## src/rtl/i2c_mstat_pkg.sv

```systemverilog
package i2c_mstat_pkg;

    localparam int STAT_W = 16;
    localparam int LVL_W  = 2;

    localparam int B_BUSBUSY = 10;
    localparam int B_RXOVF   = 9;
    localparam int B_DONE    = 8;
    localparam int B_DNACK   = 7;
    localparam int B_MBUSY   = 6;
    localparam int B_ARB     = 5;
    localparam int B_ANACK   = 4;
    localparam int B_RXREQ   = 3;
    localparam int B_TXREQ   = 2;
    localparam int B_RSV_LO  = 11;

    localparam int N_IRQ_SRC = 5;

    typedef enum logic [LVL_W-1:0] {
        LVL_EMPTY      = 2'b00,
        LVL_ONE_PUSHED = 2'b01,
        LVL_ONE_POPPED = 2'b10,
        LVL_FULL       = 2'b11
    } lvl_state_t;

    typedef enum logic {
        BUS_FREE = 1'b0,
        BUS_HELD = 1'b1
    } bus_state_t;

endpackage

```

## src/rtl/i2c_mstat_busmon.sv

```systemverilog
module i2c_mstat_busmon
    import i2c_mstat_pkg::*;
(
    input  logic clk,
    input  logic rst_n,
    input  logic ev_start,
    input  logic ev_stop,
    output logic bus_busy
);

    bus_state_t state_q, state_d;

    always_comb begin
        state_d = state_q;
        unique case (state_q)
            BUS_FREE: if (ev_start && !ev_stop) state_d = BUS_HELD;
            BUS_HELD: if (ev_stop)              state_d = BUS_FREE;
            default:                            state_d = BUS_FREE;
        endcase
    end

    always_ff @(posedge clk or negedge rst_n) begin
        if (!rst_n) state_q <= BUS_FREE;
        else        state_q <= state_d;
    end

    always_comb begin
        bus_busy = (state_q == BUS_HELD);
    end

endmodule

```

## src/rtl/i2c_mstat_txlvl.sv

```systemverilog
module i2c_mstat_txlvl
    import i2c_mstat_pkg::*;
(
    input  logic             clk,
    input  logic             rst_n,
    input  logic             tx_push,
    input  logic             tx_pop,
    output logic [LVL_W-1:0] lvl_code,
    output logic             lvl_full
);

    lvl_state_t state_q, state_d;
    logic       push_only, pop_only;

    assign push_only = tx_push && !tx_pop;
    assign pop_only  = tx_pop && !tx_push;

    always_comb begin
        state_d = state_q;
        unique case (state_q)
            LVL_EMPTY: begin
                if (push_only) state_d = LVL_ONE_PUSHED;
            end
            LVL_ONE_PUSHED, LVL_ONE_POPPED: begin
                if (push_only)     state_d = LVL_FULL;
                else if (pop_only) state_d = LVL_EMPTY;
            end
            LVL_FULL: begin
                if (pop_only) state_d = LVL_ONE_POPPED;
            end
            default: state_d = LVL_EMPTY;
        endcase
    end

    always_ff @(posedge clk or negedge rst_n) begin
        if (!rst_n) state_q <= LVL_EMPTY;
        else        state_q <= state_d;
    end

    always_comb begin
        lvl_code = state_q;
        lvl_full = (state_q == LVL_FULL);
    end

endmodule

```

## src/rtl/i2c_mstat_flags.sv

```systemverilog
module i2c_mstat_flags (
    input  logic clk,
    input  logic rst_n,
    input  logic ev_start,
    input  logic ev_stop,
    input  logic ev_arb_lost,
    input  logic ev_addr_nack,
    input  logic ev_data_nack,
    input  logic ev_xfer_done,
    input  logic rx_push,
    input  logic rx_full,
    input  logic addr_wr_sent,
    input  logic mst_busy_in,
    input  logic stat_rd,
    input  logic lvl_full,
    output logic f_rxovf,
    output logic f_done,
    output logic f_dnack,
    output logic f_mbusy,
    output logic f_arb,
    output logic f_anack,
    output logic f_rxreq,
    output logic f_txreq
);

    logic aw_seen_q;

    always_ff @(posedge clk or negedge rst_n) begin
        if (!rst_n) begin
            f_rxovf   <= 1'b0;
            f_done    <= 1'b0;
            f_dnack   <= 1'b0;
            f_mbusy   <= 1'b0;
            f_arb     <= 1'b0;
            f_anack   <= 1'b0;
            f_rxreq   <= 1'b0;
            aw_seen_q <= 1'b0;
        end else begin
            f_rxovf <= rx_push && rx_full;
            f_rxreq <= rx_push;
            f_mbusy <= mst_busy_in && !ev_arb_lost;

            if (ev_xfer_done) f_done <= 1'b1;
            else if (stat_rd) f_done <= 1'b0;

            if (ev_data_nack)  f_dnack <= 1'b1;
            else if (ev_start) f_dnack <= 1'b0;

            if (ev_addr_nack)  f_anack <= 1'b1;
            else if (ev_start) f_anack <= 1'b0;

            if (ev_arb_lost)   f_arb <= 1'b1;
            else if (ev_start) f_arb <= 1'b0;

            if (addr_wr_sent) aw_seen_q <= 1'b1;
            else if (ev_stop) aw_seen_q <= 1'b0;
        end
    end

    assign f_txreq = aw_seen_q && !lvl_full;

endmodule

```

## src/rtl/i2c_mstat_irq.sv

```systemverilog
module i2c_mstat_irq #(
    parameter int NSRC = 5
) (
    input  logic [NSRC-1:0] src,
    input  logic [NSRC-1:0] en,
    output logic            irq
);

    logic [NSRC-1:0] gated;

    for (genvar g = 0; g < NSRC; g++) begin : g_gate
        assign gated[g] = src[g] & en[g];
    end

    assign irq = |gated;

endmodule

```

## src/rtl/i2c_mstat_unit.sv

```systemverilog
module i2c_mstat_unit
    import i2c_mstat_pkg::*;
(
    input  logic              clk,
    input  logic              rst_n,
    input  logic              ev_start,
    input  logic              ev_stop,
    input  logic              ev_arb_lost,
    input  logic              ev_addr_nack,
    input  logic              ev_data_nack,
    input  logic              ev_xfer_done,
    input  logic              rx_push,
    input  logic              rx_full,
    input  logic              tx_push,
    input  logic              tx_pop,
    input  logic              addr_wr_sent,
    input  logic              mst_busy_in,
    input  logic              stat_rd,
    input  logic              ie_xfer,
    input  logic              ie_nack,
    input  logic              ie_arb,
    input  logic              ie_rx,
    input  logic              ie_tx,
    output logic [STAT_W-1:0] stat_word,
    output logic              irq
);

    logic             bus_busy;
    logic [LVL_W-1:0] lvl_code;
    logic             lvl_full;
    logic             f_rxovf, f_done, f_dnack, f_mbusy;
    logic             f_arb, f_anack, f_rxreq, f_txreq;
    logic [N_IRQ_SRC-1:0] irq_src, irq_en;

    i2c_mstat_busmon u_busmon (
        .clk      (clk),
        .rst_n    (rst_n),
        .ev_start (ev_start),
        .ev_stop  (ev_stop),
        .bus_busy (bus_busy)
    );

    i2c_mstat_txlvl u_txlvl (
        .clk      (clk),
        .rst_n    (rst_n),
        .tx_push  (tx_push),
        .tx_pop   (tx_pop),
        .lvl_code (lvl_code),
        .lvl_full (lvl_full)
    );

    i2c_mstat_flags u_flags (
        .clk          (clk),
        .rst_n        (rst_n),
        .ev_start     (ev_start),
        .ev_stop      (ev_stop),
        .ev_arb_lost  (ev_arb_lost),
        .ev_addr_nack (ev_addr_nack),
        .ev_data_nack (ev_data_nack),
        .ev_xfer_done (ev_xfer_done),
        .rx_push      (rx_push),
        .rx_full      (rx_full),
        .addr_wr_sent (addr_wr_sent),
        .mst_busy_in  (mst_busy_in),
        .stat_rd      (stat_rd),
        .lvl_full     (lvl_full),
        .f_rxovf      (f_rxovf),
        .f_done       (f_done),
        .f_dnack      (f_dnack),
        .f_mbusy      (f_mbusy),
        .f_arb        (f_arb),
        .f_anack      (f_anack),
        .f_rxreq      (f_rxreq),
        .f_txreq      (f_txreq)
    );

    assign irq_src = {f_done, (f_dnack | f_anack), f_arb, f_rxreq, f_txreq};
    assign irq_en  = {ie_xfer, ie_nack, ie_arb, ie_rx, ie_tx};

    i2c_mstat_irq #(.NSRC(N_IRQ_SRC)) u_irq (
        .src (irq_src),
        .en  (irq_en),
        .irq (irq)
    );

    always_comb begin
        stat_word              = '0;
        stat_word[B_BUSBUSY]   = bus_busy;
        stat_word[B_RXOVF]     = f_rxovf;
        stat_word[B_DONE]      = f_done;
        stat_word[B_DNACK]     = f_dnack;
        stat_word[B_MBUSY]     = f_mbusy;
        stat_word[B_ARB]       = f_arb;
        stat_word[B_ANACK]     = f_anack;
        stat_word[B_RXREQ]     = f_rxreq;
        stat_word[B_TXREQ]     = f_txreq;
        stat_word[LVL_W-1:0]   = lvl_code;
    end

endmodule

```

## config.mk

```make
export PLATFORM = sky130hd
export DESIGN_NAME = i2c_mstat_unit
export DESIGN_NICKNAME = d
export VERILOG_FILES = /design/src/rtl/i2c_mstat_pkg.sv /design/src/rtl/i2c_mstat_busmon.sv /design/src/rtl/i2c_mstat_txlvl.sv /design/src/rtl/i2c_mstat_flags.sv /design/src/rtl/i2c_mstat_irq.sv /design/src/rtl/i2c_mstat_unit.sv
export SDC_FILE = /design/constraint.sdc
export NUM_CORES = 1
export LEC_CHECK = 0
export BUFFER_PORTS_ARGS = -buffer_cell sky130_fd_sc_hd__buf_2
export CAP_MARGIN = 20
export CORE_ASPECT_RATIO = 1.25
export CORE_MARGIN = 2
export CORE_UTILIZATION = 23
export CTS_CLUSTER_SIZE = 10
export DETAILED_ROUTE_END_ITERATION = 12
export PLACE_DENSITY = 0.54
export RECOVER_POWER = 100
export SYNTH_ARGS = -nofsm -noshare
export SYNTH_HDL_FRONTEND = slang
export SYNTH_HIERARCHICAL = 1
export SYNTH_SLANG_ARGS = --single-unit
```

## constraint.sdc

```tcl
create_clock -name clk -period 1.65 [get_ports clk]
set_input_delay 0.2475 -clock clk [delete_from_list [all_inputs] [get_ports clk]]
set_output_delay 0.2475 -clock clk [all_outputs]
set_load 0.01 [all_outputs]
```

# == After elaboration in Yosys (flattened, before gate mapping) ==
# Cells that the tools add are included.
# totals
register_bits,11
inputBits,20
word_cells,59
# classes
eq_ne,6
n_mux,16
bitwise,7
reduce_logical,20
# ops
operator,count
$mux 1,10
$reduce_bool 2->1,5
$mux 2,4
$logic_and 1x1->1,6
$pmux 2 s3,1
$and 1x1->1,5
$logic_not 1->1,5
$reduce_or 5->1,1
$eq 2x2->1 const B,2
$ne 3x1->1 const B,1
$reduce_and 3->1,1
$eq 2x1->1 const B,1
$logic_not 2->1,1
$ne 2x1->1 const B,1
$ne 2x2->1 const B,1
$pmux 1 s2,1
$reduce_or 2->1,1
$not 1->1,1
$or 1x1->1,1

# == Depth between registers and ports, before layout ==
# Gate-level depths: netlist of run 1.
# depth
ltp_word,5
ltp_mapped,5
depth_no_buf,5

# == Hierarchy ==
# The synthesis of run 1 kept the hierarchy.
# by_module_without_submodules
module,instances,cells_per_inst,area_each_um2
i2c_mstat_flags,1,19,267.8
i2c_mstat_txlvl,1,20,192.7
i2c_mstat_unit,1,16,115.1
i2c_mstat_busmon,1,2,35.0
i2c_mstat_irq,1,3,21.3

# == Worst setup path after synthesis of run 1 ==
# No wires, ideal clock.
# synth_path
path_kind,flip-flop to flip-flop
startpoint,"register u_txlvl.state_q[0], in the netlist u_txlvl/lvl_code[0]"
endpoint,"register u_txlvl.state_q[1], in the netlist u_txlvl/lvl_code[1]"
t_arrival_ns,1.262
required_time_ns,1.525
path_slack_ns,0.263
path_stages_with_launch,6
path_buffers,0
synth_period_minus_slack_ns,1.387
path_cell_list,dfrtp_1 inv_1 ha_1 nand2_1 o221ai_2 mux2_4
# synth_via
elab_chain_len,4
word_cells_on_any_way,10
classes_between,6 x eq/ne; 1 x mux; 3 x reduce/logical
# synth_lines
element,line,rtl
"start, declared",i2c_mstat_txlvl.sv:12,"lvl_state_t state_q, state_d;"
"start signal, assigned",i2c_mstat_txlvl.sv:37,else state_q <= state_d;
$eq 2x1->1 or $eq 2x2->1 (tied branches),i2c_mstat_txlvl.sv:20,unique case (state_q)
$reduce_or 2->1,i2c_mstat_txlvl.sv:20,
$ne 3x1->1 (no line),n/a,
$reduce_and 3->1 (no line),n/a,
# Parallel ways exist; a longest one is shown, timed or not.
# A chain may end at the register's enable or synchronous reset.

# == Worst setup path in the final report of run 1 ==
# layout_path
startpoint,"register u_txlvl.state_q[1], in the netlist u_txlvl/lvl_code[1]"
endpoint,output port irq
# layout_via
elab_chain_len,5
# layout_lines
element,line,rtl
$eq 2x2->1,i2c_mstat_txlvl.sv:42,lvl_full = (state_q == LVL_FULL);
via lvl_full,i2c_mstat_unit.sv:30,logic lvl_full;
$logic_not 1->1,i2c_mstat_flags.sv:60,assign f_txreq = aw_seen_q && !lvl_full;
$logic_and 1x1->1,i2c_mstat_flags.sv:60,
$and 1x1->1,i2c_mstat_irq.sv:12,assign gated[g] = src[g] & en[g];
$reduce_or 5->1,i2c_mstat_irq.sv:15,assign irq = |gated;
"end, declared",i2c_mstat_unit.sv:25,output logic irq
# The timed path passes the listed nets, and every way through them passes these cells.

==> impl_metrics.py, run 1 <==
metrics = {
    "run_status": {
        "status": "finished with violations",
        "violations": "setup timing",
    },
    "timing": {
        "finalSetupViolCount": 1,
        "setup_ws_ns": -0.01977,
        "fmax_mhz": 598.9,
        "worst_slew_pin_slew_ns": 0.5832,
        "max_slew_margin": 0.6112,
        "holdWs_ns": 0.09938,
        "timing.final.crit_period_ns": 1.670,
        "fin_skew_ns": 0.00003958,
        "hold_violations": 0,
        "slew_violations": 0,
        "period_share": 1.012,
        "grt_setup_unrepaired": "yes",
    },
    "synth": {
        "synthSimpleGateAreaFrac": 0.05743,
        "synth_compound_area_frac": 0.1426,
        "synth_fa_ha_area_frac": 0.09901,
        "muxShareOfSynthArea": 0.03960,
        "synth_largest_area_cell": "dfrtp_1",
        "synth_area_sq_um": 631.9,
        "synth-seq-area-share": 0.4356,
        "synth_top_family_by_area": "buffers and inverters",
        "ys_seq_elements": 11,
        "yosysTopAreaCellShare": 0.4356,
        "yosysWarnings": 6,
        "synth_cell_types": 18,
        "postSynthCellCount": 60,
        "synth-xor-area-share": 0,
        "syn_area_per_cell_sq_um": 10.53,
        "synth.area.top_cells": "dfrtp_1, buf_4, ha_1",
    },
    "detailed_routing": {
        "wl_per_cell_um": 10.09,
        "first_pass_iters": 4,
        "drt_drc_violations_left": 0,
        "viasPerCell": 3.865,
        "num_vias": 487,
        "drt-total-wl_mm": 1.271,
        "first_iter_violations": 14,
        "antenna_left": 0,
    },
    "global_routing": {
        "grt_first_pass_wirelength_mm": 2.132,
        "antenna_found_initial": 0,
        "gr-total-overflow": 0,
        "grt_usage": 0.08926,
        "first_global_vias": 479,
        "grt_max_degree": 12,
    },
    "placed_design": {
        "dpl_worst_slack_ns": 0.1846,
        "hpwl_mm": 1.021,
        "port_buffers": 31,
        "routabilityCongestion": 0.6087,
        "placed_area_sq_um": 739.5,
    },
    "floorplan": {
        "core_area_sq_mm": 0.002654,
        "die_h_um": 62.60,
        "die_w_um": 50.88,
        "placementRows": 21,
        "start_util": 0.2381,
        "io_pins": 37,
        "dieArea_sq_mm": 0.003185,
    },
    "worst_setup_path": {
        "cp_data_arrival_time_ns": 1.42,
        "max_stage_delay_ns": 0.35,
        "startpoint_type": "register",
        "slowest_stage": "dfrtp_1",
        "crit_fanout": 2,
        "path_class": "reg2out",
        "critPathRequiredTime_ns": 1.40,
        "endpoint_kind": "output port",
        "path_cells": "ha_2 -> nor2b_2 -> a222oi_1 -> nand2_1 -> buf_2",
    },
    "final_layout": {
        "final_area_sq_um": 808.3,
        "areaGrowthSynthToFinish_pct": 27.92,
        "final_nets": 118,
        "mostFrequentLayoutCells": "buf_2, clkbuf_1, dfrtp_1, inv_1",
        "final_common_cell": "buf_2",
        "antennaDiodeCount": 0,
        "drive_gt1_frac": 0.3478,
    },
    "cts": {
        "clock_sinks": 11,
        "cts_buffers": 3,
        "cts_tree": "done",
        "ctsLongestPathBuffers": 2,
        "clock_latency_ns": 0.26,
        "path_clk_slew_ns": 0.07,
        "cts-root-buf": "clkbuf_4",
        "htreeDepth": 1,
    },
    "run": {
        "cap_violations": 0,
    },
    "pwr": {
        "ir_worst_vdd_v": 0.0004086,
        "p_leak_nw": 0.4304,
        "p_per_area_mw_per_mm2": 1081,
    },
    "worst_hold_path": {
        "min_path_type": "in2reg",
    },
}
flip-flops by register name, summed over array words and instances (netlist names):
name,flops
u_flags/f_anack,1
u_txlvl/lvl_code,2
u_flags/f_arb,1
u_flags/f_rxovf,1
u_flags/f_done,1
u_flags/f_rxreq,1
u_flags/f_dnack,1
u_busmon/bus_busy,1
u_flags/aw_seen_q,1
u_flags/f_mbusy,1
final timing paths:
check,from,endpoint,slack (ns),cells past startpoint
max in group asynchronous,rst_n,u_busmon/bus_busy,0.78,2
worst min register to register,u_busmon/bus_busy,u_busmon/bus_busy,0.50,1
min in group asynchronous,rst_n,u_flags/f_mbusy,0.49,2
worst max-delay path,u_txlvl/lvl_code[1],irq,-0.02,5
worst min-delay path,rx_push,u_flags/f_rxreq,0.1,1
worst max register to register,u_txlvl/lvl_code[0],u_txlvl/lvl_code[1],0.15,6
Yosys cell counts:
cell and instances:
buf_4 14, dfrtp_1 11, inv_1 9, a21o_1 5, ha_1 5, a21oi_1 2
nand2_1 2, nor2b_1 2, a222oi_1 1, a22oi_1 1, and2_1 1, conb_1 1
mux2_4 1, mux2i_1 1, nor2_1 1, o21ba_1 1, o221ai_2 1, or2_1 1
cells by family after synthesis:
group | after synthesis
flops | 11
simple gates | 7
fa+ha+maj | 5
other cells | 1
compound gates | 11
buf+inv | 23
mux | 2
area by class of cell:
type                            count  area, sq um
Fill cell                         292         1846
Tap cell                           34        42.54
Multi-Input combinational cell     30        237.7
Clock buffer                        4        26.28
Inverter                            9        33.78
Sequential cell                    11        275.3
Timing Repair Buffer               38        192.7
power breakdown:
| part | switching (mW) | internal [mW] |
|---|---|---|
| clock network | 0.0841 | 0.0934 |
| logic | 0.189 | 0.183 |
| registers | 0.0187 | 0.305 |
metrics by stage:
step / util / instances / power (mW) / TNS [ns]
after detailed placement: 0.2786 / 115 / 0.6524 / 0
after global placement: 0.2786 / 115 / 0.6392 / 0
after global routing: 0.3046 / 126 / 0.9385 / -0.2001
final: 0.3046 / 126 / 0.8739 / -0.01977
after floorplan: - / 64 / 0.5769 / 0
after CTS: 0.3074 / 125 / 0.8810 / -0.008585
routing by layer:
layer	up-vias	track usage	part of all wire
met5	-	0	0
met4	0	0.05068	0
met3	0	0.02153	0.072
met2	21	0.1431	0.52
met1	227	0.1071	0.41
li1	239	-	-
worst max-delay path: cells and delay by family, from the launching register on:
kind	cells	cell delay [ns]
adders and majority gates	1	0.19
buffers and inverters	1	0.14
DFF	1	0.35
AOI/OAI and AO/OA	1	0.34
and+or+nand+nor	2	0.13
repair_timing:
item / 4_1_cts / 5_1_grt
resized for setup: 1 / 1
setup buffers: 5 / 1
hold endpoints to repair: 11 / 0
pin swaps: 2 / 3
gates cloned: 0 / 0
setup endpoints to repair: 1 / 1
hold buffers: 1 / 0
No activity file was read; power rests on OpenSTA's default activity.
==> inputs of run 2 (changes only) <==
RECOVER_POWER = 50   (was 100)
SYNTH_HIERARCHICAL = not set   (was 1)
==> run 2 against run 1 <==
The flow now finishes without violations; non-clock buffer count down 6; via count shrank 9.2%; sequential share of layout area up 2.7 points; core utilization grew 0.10 points; maximum frequency rose by 9.7%; area after synthesis decreased by 4.6%; worst hold slack better by 0.0028 ns.
==> impl_metrics.py, run 2 <==
metrics = {
    "run_status": {
        "status": "completed",
    },
    "synth": {
        "synth_most_common_cell": "buf_4",
        "synth-seq-area-share": 0.4564,
        "synth_edf_count": 0,
        "ys.flop_type": "dfrtp_1",
        "synth_cell_types": 20,
        "synth_area_sq_um": 603.1,
        "yosysTopAreaCellShare": 0.4564,
        "yosysWarnings": 0,
        "ys_seq_elements": 11,
        "synth.area.top_cells": "dfrtp_1, buf_4, a21o_1",
        "synth_largest_area_cell": "dfrtp_1",
        "async_flop_share": 1.000,
        "syn_area_per_cell_sq_um": 10.40,
        "synth_common_cells": "buf_4, dfrtp_1, a21o_1, inv_1, ha_1",
        "postSynthCellCount": 58,
    },
    "placed_design": {
        "port_buffers": 31,
        "placed_area_sq_um": 709.4,
        "routabilityCongestion": 0.7363,
        "hpwl_um": 985.7,
    },
    "global_routing": {
        "gr-total-overflow": 0,
        "first_global_vias": 402,
        "antenna_found_initial": 0,
        "grt_max_degree": 12,
        "grt_first_pass_wirelength_mm": 1.662,
        "grt_usage": 0.07289,
    },
    "timing": {
        "fin_setup_tns_ns": 0,
        "grt_setup_unrepaired": "no",
        "hold_violations": 0,
        "max_slew_margin": 0.6185,
        "fin_skew_ns": 0.00003217,
        "finalSetupViolCount": 0,
        "fmax_mhz": 656.9,
        "period_share": 0.9225,
        "timing.final.crit_period_ns": 1.522,
        "worst_slew_pin_slew_ns": 0.5722,
        "holdWs_ns": 0.1021,
        "slew_violations": 0,
    },
    "detailed_routing": {
        "drt_drc_violations_left": 0,
        "antenna_left": 0,
        "viasPerCell": 3.778,
        "wl_per_cell_um": 9.530,
        "num_vias": 442,
        "first_pass_iters": 4,
        "drt-total-wl_mm": 1.115,
        "first_iter_violations": 10,
    },
    "floorplan": {
        "die_w_um": 49.80,
        "core_area_sq_mm": 0.002452,
        "io_pins": 37,
        "start_util": 0.2459,
        "die_h_um": 61.25,
        "placementRows": 20,
        "dieArea_sq_mm": 0.003050,
    },
    "final_layout": {
        "mostFrequentLayoutCells": "buf_2, dfrtp_1, inv_1, a21o_1, conb_1",
        "final_area_sq_um": 749.5,
        "final_nets": 108,
        "multi_input_area_sq_um": 220.2,
        "nFillCells": 274,
        "final_common_cell": "buf_2",
        "seq_area_sq_um": 275.3,
        "antennaDiodeCount": 0,
        "drive_gt1_frac": 0.4524,
        "largest_reg_flops": 2,
        "areaGrowthSynthToFinish_pct": 24.27,
    },
    "cts": {
        "clock_latency_ns": 0.26,
        "htreeDepth": 1,
        "ctsLongestPathBuffers": 2,
        "cts_tree": "done",
        "path_clk_slew_ns": 0.06,
        "cts_setup_buffers": 0,
        "cts-root-buf": "clkbuf_4",
        "clock_sinks": 11,
        "cts_buffers": 3,
    },
    "worst_setup_path": {
        "max_stage_delay_ns": 0.41,
        "startpoint_type": "register",
        "slowest_stage": "dfrtp_1",
        "path_cells": "ha_2 -> nor2b_2 -> nand2_1 -> nand3_1 -> buf_2",
        "cp_data_arrival_time_ns": 1.27,
        "critPathRequiredTime_ns": 1.40,
        "path_class": "reg2out",
        "crit_fanout": 4,
        "endpoint_kind": "output port",
    },
    "pwr": {
        "ir_worst_vdd_v": 0.0003578,
        "p_leak_nw": 0.4046,
        "p_total_uw": 830.0,
        "p_per_area_mw_per_mm2": 1107,
    },
    "run": {
        "cap_violations": 0,
    },
    "worst_hold_path": {
        "min_path_type": "in2reg",
    },
}
[run 2: kinds of logic (layout without fill, tap and decap cells)]
group,after synthesis,in the layout,share of synthesized area
adders and majority gates,3,3,0.06225
AOI/OAI and AO/OA,11,11,0.1431
buffers and inverters,20,42,0.2116
and+or+nand+nor,12,12,0.1203
other,1,5,0.006218
DFF,11,11,0.4564
[run 2: per-layer routing]
layer / vias to the layer above / track usage / wire length, um
met5: - / 0 / 0
met4: 0 / 0.05952 / 0
met3: 0 / 0.007282 / 60
met2: 17 / 0.1238 / 622
met1: 202 / 0.08511 / 432
li1: 223 / - / -
[run 2: worst max-delay path: cells and delay by family, from the launching register on]
family	cells	cell delay (ns)
DFF	1	0.41
and+or+nand+nor	3	0.26
adders and majority gates	1	0.22
buffers and inverters	1	0.13
[run 2: power by group]
group | switching (mW) | internal [mW]
combinational | 0.159 | 0.164
sequential | 0.0287 | 0.306
clock | 0.0794 | 0.0933
total | 0.267 | 0.563
[run 2: final cells by class]
type / instances / share of cell area
sequential: 11 / 0.3673
clock buffer: 4 / 0.03506
timing repair buffer: 32 / 0.2187
inverter: 6 / 0.03005
multi-input combinational: 31 / 0.2938
tap: 33 / 0.05509
[run 2: worst paths after layout]
| path | slack [ns] | start | endpoint | depth (start not counted) |
|---|---|---|---|---|
| hold reg to reg | 0.48 | u_flags.aw_seen_q | u_flags.aw_seen_q | 1 |
| max in group asynchronous | 0.79 | rst_n | u_flags.f_anack | 2 |
| setup / recovery | 0.13 | u_txlvl.lvl_code[0] | irq | 5 |
| setup reg to reg | 0.17 | u_txlvl.lvl_code[0] | u_txlvl.lvl_code[1] | 5 |
| hold / removal | 0.10 | rx_push | u_flags.f_rxreq | 1 |
| min in group asynchronous | 0.49 | rst_n | u_flags.f_mbusy | 2 |
[run 2: through the flow]
stage,util,cells,setup WS [ns]
after floorplan,-,62,0.1974
after global placement,0.2893,112,0.2461
after detailed placement,0.2893,112,0.1771
after CTS,0.3041,117,0.03131
after global routing,0.3056,117,0.01173
final,0.3056,117,0.1278
[run 2: timing repair]
| action | 4_1_cts | 5_1_grt |
|---|---|---|
| hold endpoints to repair | 11 | 0 |
| setup endpoints to repair | 0 | 1 |
| gates resized for setup | 0 | 2 |
| hold buffers | 1 | 0 |
